## src/rtl/splitPkg.sv

```systemverilog
package splitPkg;
  localparam int CTRL_W    = 32;
  localparam int M_LSB     = 0;
  localparam int M_W       = 4;
  localparam int START_LSB = 4;
  localparam int START_W   = 12;
  localparam int WID_LSB   = 16;
  localparam int WID_W     = 10;
  localparam int SWAP_BIT  = 26;
  localparam int EN_LSB    = 28;
  localparam int EN_W      = 4;

  typedef struct packed {
    logic enable;
    logic toF0;
    logic toF1;
  } routeT;
endpackage

```

## src/rtl/binCtrl.sv

```systemverilog
module binCtrl
  import splitPkg::*;
#(
  parameter int MAX_LOG = 12
) (
  input  logic              clk,
  input  logic              rstN,
  input  logic [CTRL_W-1:0] ctrlWord,
  input  logic              beatTaken,
  output routeT             route
);
  localparam int BIN_W = MAX_LOG;
  localparam int END_W = BIN_W + 2;
  localparam int SPW   = WID_W + 1;

  logic [M_W-1:0]     mRaw, mEff;
  logic [START_W-1:0] startBin;
  logic [WID_W-1:0]   widRaw;
  logic [SPW-1:0]     widEff;
  logic               swapOn, enabled;
  logic [BIN_W:0]     frameLen;
  logic [BIN_W-1:0]   frameMax, binCnt;
  logic [END_W-1:0]   binWide, lowBeg, lowEnd, highEnd;
  logic               inLow, inHigh, lastBin;

  always_comb begin
    mRaw     = ctrlWord[M_LSB +: M_W];
    startBin = ctrlWord[START_LSB +: START_W];
    widRaw   = ctrlWord[WID_LSB +: WID_W];
    swapOn   = ctrlWord[SWAP_BIT];
    enabled  = |ctrlWord[EN_LSB +: EN_W];
    mEff     = (mRaw > M_W'(MAX_LOG)) ? M_W'(MAX_LOG) : mRaw;
    frameLen = (BIN_W+1)'(1) << mEff;
    frameMax = BIN_W'(frameLen - 1'b1);
    widEff   = (widRaw == '0) ? SPW'(1 << WID_W) : SPW'(widRaw);
    binWide  = END_W'(binCnt);
    lowBeg   = END_W'(startBin);
    lowEnd   = lowBeg + END_W'(widEff);
    highEnd  = lowEnd + END_W'(widEff);
    inLow    = (binWide >= lowBeg) && (binWide < lowEnd);
    inHigh   = (binWide >= lowEnd) && (binWide < highEnd);
    lastBin  = (binCnt == frameMax);
    route.enable = enabled;
    route.toF0   = enabled && (swapOn ? inHigh : inLow);
    route.toF1   = enabled && (swapOn ? inLow : inHigh);
  end

  always_ff @(posedge clk) begin
    if (!rstN || !enabled)   binCnt <= '0;
    else if (beatTaken)      binCnt <= lastBin ? '0 : binCnt + 1'b1;
  end

  AST_BIN_BOUND: assert property (@(posedge clk) disable iff (!rstN)
    binCnt <= frameMax);
  AST_FRAME_WRAP: assert property (@(posedge clk) disable iff (!rstN)
    (enabled && beatTaken && lastBin) |=> (binCnt == '0));
  AST_COUNT_HOLD: assert property (@(posedge clk) disable iff (!rstN)
    (enabled && !beatTaken) |=> $stable(binCnt));
  AST_IDLE_ZERO: assert property (@(posedge clk) disable iff (!rstN)
    !enabled |=> (binCnt == '0));
endmodule

```

## src/rtl/binPath.sv

```systemverilog
module binPath
  import splitPkg::*;
#(
  parameter int DATA_W = 16
) (
  input  logic              clk,
  input  logic              rstN,
  input  routeT             route,
  input  logic              inValid,
  output logic              inReady,
  input  logic [DATA_W-1:0] inCh0I,
  input  logic [DATA_W-1:0] inCh0Q,
  input  logic [DATA_W-1:0] inCh1I,
  input  logic [DATA_W-1:0] inCh1Q,
  output logic              beatTaken,
  output logic [1:0]        portValid,
  input  logic [1:0]        portReady,
  output logic [4*DATA_W-1:0] portData [2]
);
  localparam int WORD_W = 4 * DATA_W;

  logic [WORD_W-1:0] packed4;
  logic [1:0]        portSel;

  assign packed4 = {inCh1Q, inCh1I, inCh0Q, inCh0I};
  assign portSel = {route.toF1, route.toF0};

  for (genvar p = 0; p < 2; p++) begin : gPort
    assign portValid[p] = inValid && portSel[p];
    assign portData[p]  = packed4;
  end

  always_comb begin
    inReady = 1'b1;
    for (int p = 0; p < 2; p++)
      if (portSel[p]) inReady = portReady[p];
  end
  assign beatTaken = inValid && inReady;

  AST_ONE_PORT: assert property (@(posedge clk) disable iff (!rstN)
    !(portValid[0] && portValid[1]));
  AST_OFF_SILENT: assert property (@(posedge clk) disable iff (!rstN)
    !route.enable |-> (portValid == 2'b00));
  AST_STALL_F0: assert property (@(posedge clk) disable iff (!rstN)
    (portValid[0] && !portReady[0]) |-> !inReady);
  AST_STALL_F1: assert property (@(posedge clk) disable iff (!rstN)
    (portValid[1] && !portReady[1]) |-> !inReady);
endmodule

```

## src/rtl/binSplitter.sv

```systemverilog
module binSplitter
  import splitPkg::*;
#(
  parameter int DATA_W  = 16,
  parameter int MAX_LOG = 12
) (
  input  logic                clk,
  input  logic                rstN,
  input  logic [31:0]         ctrlWord,
  input  logic                inValid,
  output logic                inReady,
  input  logic [DATA_W-1:0]   inCh0I,
  input  logic [DATA_W-1:0]   inCh0Q,
  input  logic [DATA_W-1:0]   inCh1I,
  input  logic [DATA_W-1:0]   inCh1Q,
  output logic                f0Valid,
  input  logic                f0Ready,
  output logic [4*DATA_W-1:0] f0Data,
  output logic                f1Valid,
  input  logic                f1Ready,
  output logic [4*DATA_W-1:0] f1Data
);
  routeT             route;
  logic              beatTaken;
  logic [1:0]        portValid;
  logic [4*DATA_W-1:0] portData [2];

  binCtrl #(.MAX_LOG(MAX_LOG)) uCtrl (
    .clk(clk), .rstN(rstN), .ctrlWord(ctrlWord),
    .beatTaken(beatTaken), .route(route)
  );

  binPath #(.DATA_W(DATA_W)) uPath (
    .clk(clk), .rstN(rstN), .route(route),
    .inValid(inValid), .inReady(inReady),
    .inCh0I(inCh0I), .inCh0Q(inCh0Q), .inCh1I(inCh1I), .inCh1Q(inCh1Q),
    .beatTaken(beatTaken), .portValid(portValid),
    .portReady({f1Ready, f0Ready}), .portData(portData)
  );

  assign f0Valid = portValid[0];
  assign f1Valid = portValid[1];
  assign f0Data  = portData[0];
  assign f1Data  = portData[1];
endmodule

```

## config.mk

```make
export PLATFORM = sky130hd
export DESIGN_NAME = binSplitter
export DESIGN_NICKNAME = d
export VERILOG_FILES = /design/src/rtl/splitPkg.sv /design/src/rtl/binCtrl.sv /design/src/rtl/binPath.sv /design/src/rtl/binSplitter.sv
export SDC_FILE = /design/constraint.sdc
export NUM_CORES = 1
export LEC_CHECK = 0
export BUFFER_PORTS_ARGS = -buffer_cell sky130_fd_sc_hd__buf_4
export CORE_UTILIZATION = 42
export DETAILED_ROUTE_END_ITERATION = 10
export MAX_ROUTING_LAYER = met4
export PLACE_DENSITY = 0.8
export SETUP_SLACK_MARGIN = 0.05
export SLEW_MARGIN = 20
export SYNTH_ARGS = -nofsm -noshare
export SYNTH_HDL_FRONTEND = slang
export SYNTH_SLANG_ARGS = --single-unit
```

## constraint.sdc

```tcl
create_clock -name clk -period 6.5 [get_ports clk]
set_input_delay 0.975 -clock clk [delete_from_list [all_inputs] [get_ports clk]]
set_output_delay 0.975 -clock clk [all_outputs]
set_load 0.02 [all_outputs]
```

# [After elaboration in Yosys (flattened, before gate mapping)]
# Cells that the tools add are included.
[word_totals] regBits=12 elab_cells=31 output_inout_bits=131 in_bits=101
[op_classes] n_reduce_logical=12 add_sub_neg=4 magnitude_cmp=5 mux=7 n_shift=1 eq_ne=1
[ops] op="less-than comparator 12 x 14 -> 1 bit" n=2
[ops] op="adder 14 x 11 -> 14 bit" n=1
[ops] op="greater-or-equal comparator 12 x 14 -> 1 bit" n=1
[ops] op="adder 12 x 11 -> 13 bit" n=1
[ops] op="adder 12 x 1 -> 12 bit, second input constant" n=1
[ops] op="equality test 12 bit" n=1
[ops] op="greater-or-equal comparator 12 bit" n=1
[ops] op="2-to-1 mux 12 bit" n=1
[ops] op="left shift 1 x 4 -> 12 bit, first input constant" n=1
[ops] op="subtractor 12 x 1 -> 12 bit, second input constant" n=1
[ops] op="2-to-1 mux 11 bit" n=1
[ops] op="logical NOT 10 bit" n=1
[ops] op="logical AND 1 bit" n=7
[ops] op="> comparator 4 bit, second input constant" n=1
[ops] op="2-to-1 mux 1 bit" n=4
[ops] op="2-to-1 mux 4 bit" n=1
[ops] op="OR reduction 4 bit" n=1
[ops] op="logical NOT 1 bit" n=2
[ops] op="logical OR 1 bit" n=1

# [Logic depth before layout (Yosys ltp)]
[depth] depth_word=11 depth_mapped=29 mapped_depth_nobuf=27

# [Cells and area by module]
# A second synthesis with hierarchy kept.
[hier_totals] cells_unflattened=559 area_unflattened_um2=4082.7
[modules_own_cells] module="binCtrl" n_inst=1 cells_per_inst=425 seq_area_each_um2=240.2 area_each_um2=3072.9
[modules_own_cells] module="binPath" n_inst=1 cells_per_inst=134 seq_area_each_um2=0.0 area_each_um2=1009.7

# [Worst setup path before layout]
# Ideal clock, no wire load.
[synth_timing] path_type="input to output" start="input port ctrlWord[16]" end="output port f1Valid" t_arrival_ns=5.876 required_ns=5.525 setup_slack_ns=-0.351 path_stages=25 n_path_buf=1 path_cell_list="clkbuf_1 > ha_1 > maj3_2 > o221a_2 > nor2_1 > inv_1 > maj3_1 > maj3_1 > xor2_1 > ha_1 > and3_1 > a21o_1 > a21o_1 > a21oi_1 > xnor2_1 > ha_1 > nand4_1 > nor2_1 > o2111ai_1 > a21o_1 > a311o_1 > o211ai_1 > nor2_1 > mux2_2 > and3_1"
[synth_via] elab_chain_len=9 word_cells_on_any_way=12 cone_classes="add/sub: 2; order compare: 3; mux: 2; reduce/logical: 5"
[synth_lines] item="start: declaration" line="binSplitter.sv:9" source="input logic [31:0] ctrlWord,"
[synth_lines] item="logical NOT 10 bit" line="binCtrl.sv:35" source="widEff = (widRaw == '0) ? SPW'(1 << WID_W) : SPW'(widRaw);"
[synth_lines] item="2-to-1 mux 11 bit *" line="binCtrl.sv:35"
[synth_lines] item="adder 12 x 11 -> 13 bit" line="binCtrl.sv:38" source="lowEnd = lowBeg + END_W'(widEff);"
[synth_lines] item="adder 14 x 11 -> 14 bit" line="binCtrl.sv:39" source="highEnd = lowEnd + END_W'(widEff);"
[synth_lines] item="less-than comparator 12 x 14 -> 1 bit" line="binCtrl.sv:41" source="inHigh = (binWide >= lowEnd) && (binWide < highEnd);"
[synth_lines] item="logical AND 1 bit" line="binCtrl.sv:41"
[synth_lines] item="2-to-1 mux 1 bit *" line="binCtrl.sv:45" source="route.toF1 = enabled && (swapOn ? inLow : inHigh);"
[synth_lines] item="logical AND 1 bit *" line="binCtrl.sv:45"
[synth_lines] item="logical AND 1 bit *" line="binPath.sv:29" source="assign portValid[p] = inValid && portSel[p];"
[synth_lines] item="end: declaration" line="binSplitter.sv:19" source="output logic f1Valid,"
# Mark *: on every way between the ends. The rest lies on a longest branch, timed or not.

# [Worst setup path after layout]
[layout_timing] start="input port ctrlWord[5]" end="output port inReady"
[layout_via] elab_chain_len=8 word_cells_on_any_way=14 cone_classes="add/sub: 2; order compare: 4; mux: 4; reduce/logical: 4"
[layout_lines] item="adder 12 x 11 -> 13 bit" line="binCtrl.sv:38"
[layout_lines] item="adder 14 x 11 -> 14 bit" line="binCtrl.sv:39"
[layout_lines] item="less-than comparator 12 x 14 -> 1 bit" line="binCtrl.sv:41"
[layout_lines] item="logical AND 1 bit" line="binCtrl.sv:41"
[layout_lines] item="2-to-1 mux 1 bit" line="binCtrl.sv:44" source="route.toF0 = enabled && (swapOn ? inHigh : inLow);"
[layout_lines] item="logical AND 1 bit" line="binCtrl.sv:44"
[layout_lines] item="2-to-1 mux 1 bit" line="binPath.sv:36" source="if (portSel[p]) inReady = portReady[p];"
[layout_lines] item="2-to-1 mux 1 bit *" line="binPath.sv:36"
[layout_lines] item="end: declaration" line="binSplitter.sv:11" source="output logic inReady,"
# Marked as above.

==> results.py <==
metrics = {
    "status": {
        "outcome": "finished with violations",
        "violations": "negative setup slack",
    },
    "route": {
        "wl_per_cell_um": 15.5,
        "first_pass_iters": 4,
        "dr_total_vias": 3425,
        "wirelength_um": 9440,
        "final_antenna_net_count": 0,
        "viasPerCell": 5.61,
        "drt_drc_violations_left": 0,
        "drtIter0Drc": 126,
    },
    "global_routing": {
        "top_usage_layer": "met2",
        "use_met2_pct": 33.7,
        "use_met3_pct": 2.32,
        "grt_overflow": 0,
        "grt_max_degree": 19,
        "grtUsageTotal_pct": 19.3,
        "grt_pass1_wl_um": 15300,
        "grt_pass1_vias": 3381,
        "use_met1_pct": 21.4,
        "antenna_found_initial": 0,
    },
    "critical_path": {
        "rr_endpoint": "uCtrl.binCnt[9]",
        "cp_max_fo": 3,
        "start_kind": "input pin",
        "endpoint": "inReady",
        "end_kind": "primary output",
        "critical_path_class": "in -> out",
        "r2r_cells": 15,
        "r2r_slack_ps": 3070,
        "critPathArrivalTime_ps": 5830,
        "reg2reg_from": "uCtrl.binCnt[4]",
        "critical_path.slowest_cell": "or3_4",
        "crit_required_ps": 5520,
        "critical-path-max-stage-delay_ps": 370,
        "critPathLaunch": "ctrlWord[5]",
    },
    "final_layout": {
        "antenna_cells": 0,
        "final_nets": 637,
        "final_area_um2": 4120,
        "reg_top3": "uCtrl.binCnt x12",
        "layout-drive-gt1-share_pct": 30.1,
        "largest_reg_flops": 12,
        "post-route-util_pct": 44.6,
        "final_common_cell": "buf_4",
        "area_growth_pct": 2.78,
        "largest_register": "uCtrl.binCnt",
        "final_cell_mix": "buf_4, ha_1, nand2_1",
    },
    "power": {
        "p_total_mw": 0.543,
        "p_leak_nw": 1.95,
        "ir_worst_vdd_mv": 0.0430,
        "power_density_nw_per_um2": 132,
    },
    "yosys": {
        "avgSynthCellArea_um2": 7.52,
        "synth_flop_cell": "dfxtp_1",
        "synthArstFlopShare_pct": 0,
        "syn-num-nets": 688,
        "ys_types": 60,
        "synthCells": 533,
        "seq_area_frac_synth_pct": 6.00,
        "ys_ff_latch": 12,
        "synth_edf_count": 0,
        "synth_area_um2": 4010,
        "ys_warn_count": 0,
    },
    "sta": {
        "period_needed_ps": 6810,
        "slew_viol_final": 0,
        "hold_ws_ps": 628,
        "slew_headroom_pct": 67.2,
        "finalSetupViolCount": 3,
        "min_period_over_period_pct": 105,
        "rsz0062_at_grt": "yes",
        "max_freq_mhz": 147,
        "hold_viol": 0,
        "finClkSkew_ps": 3.72,
        "tightestPinTransition_ps": 485,
        "fin_ws_ps": -306,
    },
    "placement": {
        "io_buffers": 38,
        "routabilityCongestion": 1.03,
        "post-dp-hpwl_um": 7510,
        "dpl-instance-area_um2": 3780,
    },
    "cts": {
        "path_clk_slew_ps": 50,
        "clkSinkCount": 12,
        "root_buffer": "clkbuf_8",
        "hold_buffers": 0,
        "cts_tree": "built",
        "clock_path_buffers": 2,
        "insertion_delay_ps": 250,
        "h-tree-depth": 1,
        "cts_buffers": 3,
    },
    "floorplan": {
        "core-area_um2": 9240,
        "start_util_pct": 43.4,
        "dieArea_um2": 9930,
        "num_rows": 35,
        "num_io_pins": 232,
        "dieWidth_um": 99.7,
        "die_h_um": 99.7,
    },
    "worst_hold_path": {
        "hp-class": "reg -> reg",
    },
    "run": {
        "maxCapViolCount": 0,
    },
}
==> layout make-up <==
class | count | area (um2)
multi-input combinational | 344 | 2800
sequential | 12 | 240
timing repair buffer | 94 | 763
inverter | 27 | 101
clock buffer | 4 | 55.1
fill | 881 | 5120
tap | 129 | 161
==> cells in the mapped netlist, types with 3 or more instances <==
master | number | share of area (%)
clkbuf_1 | 16 | 1.5
or4_1 | 4 | 0.75
o41ai_1 | 3 | 0.66
dfxtp_1 | 12 | 6.0
a21o_1 | 14 | 2.6
nor3b_1 | 6 | 1.1
nand2b_1 | 8 | 1.2
nor2_1 | 22 | 2.1
xnor2_1 | 15 | 3.3
a32o_1 | 8 | 2.0
maj3_1 | 4 | 1.0
buf_4 | 128 | 24
o211ai_1 | 6 | 1.1
o21ai_0 | 22 | 2.7
inv_1 | 27 | 2.5
and3_1 | 11 | 1.7
or3_1 | 3 | 0.47
buf_2 | 4 | 0.50
nand2_1 | 33 | 3.1
nor4_1 | 9 | 1.4
xor2_1 | 16 | 3.5
nor3_1 | 6 | 0.75
a211oi_1 | 3 | 0.56
nand3_1 | 10 | 1.2
nand4_1 | 4 | 0.62
a31oi_1 | 5 | 0.78
o21ai_1 | 6 | 0.75
a21oi_1 | 26 | 3.2
ha_1 | 54 | 17
or2_2 | 4 | 0.62
o32ai_1 | 3 | 0.66
==> cells by family after synthesis <==
kind of cell | Yosys count | synth area share (%)
fa+ha+maj | 60 | 18.4
xor+xnor | 32 | 7.46
simple gates | 129 | 17.1
compound gates | 119 | 20.7
flops | 12 | 6.00
mux | 4 | 1.16
buf+inv | 177 | 29.1
==> through the flow <==
| step | std cells | setup TNS (ps) | worst slack [ps] |
|---|---|---|---|
| after CTS | 607 | -560 | -276 |
| after global placement | 593 | -992 | -381 |
| final | 610 | -797 | -306 |
| after detailed placement | 593 | -2920 | -529 |
| after global routing | 610 | -1560 | -556 |
| after floorplan | 533 | -94.2 | -94.2 |
==> metal layers <==
| layer | wire length, um | up-vias |
|---|---|---|
| li1 | - | 1659 |
| met1 | 3870 | 1595 |
| met2 | 4620 | 115 |
| met3 | 506 | 56 |
| met4 | 442 | 0 |
| met5 | 0 | - |
==> power by group <==
| group | total, mW | internal, mW | leakage (nW) | switching [mW] |
|---|---|---|---|---|
| logic | 0.381 | 0.193 | 1.82 | 0.188 |
| registers | 0.0777 | 0.0748 | 0.0970 | 0.00290 |
| clock network | 0.0849 | 0.0537 | 0.0288 | 0.0312 |
| total | 0.543 | 0.321 | 1.95 | 0.222 |
==> critical path: cells and delay by family <==
| family | cells | cell delay [ps] |
|---|---|---|
| xor gates and xnor gates | 3 | 400 |
| and+or+nand+nor | 5 | 700 |
| adders and majority gates | 4 | 1160 |
| AOI/OAI and AO/OA | 13 | 2170 |
| buffers and inverters | 3 | 400 |
==> what timing repair did <==
item	CTS	global route
pin swaps	34	23
resized for setup	26	12
setup endpoints to repair	3	13
buffers inserted	10	4
==> worst min path at each step <==
| stage | start | to | slack, ps | depth (start not counted) |
|---|---|---|---|---|
| global route | uCtrl.binCnt[1] | uCtrl.binCnt[1] | 670 | 2 |
| finish | uCtrl.binCnt[1] | uCtrl.binCnt[1] | 630 | 2 |
| global placement | uCtrl.binCnt[1] | uCtrl.binCnt[1] | 610 | 2 |
| CTS | uCtrl.binCnt[1] | uCtrl.binCnt[1] | 630 | 2 |
| floorplan | uCtrl.binCnt[1] | uCtrl.binCnt[1] | 530 | 2 |
| detailed placement | uCtrl.binCnt[1] | uCtrl.binCnt[1] | 620 | 2 |
Note: power is estimated with default switching activity, not from simulation.
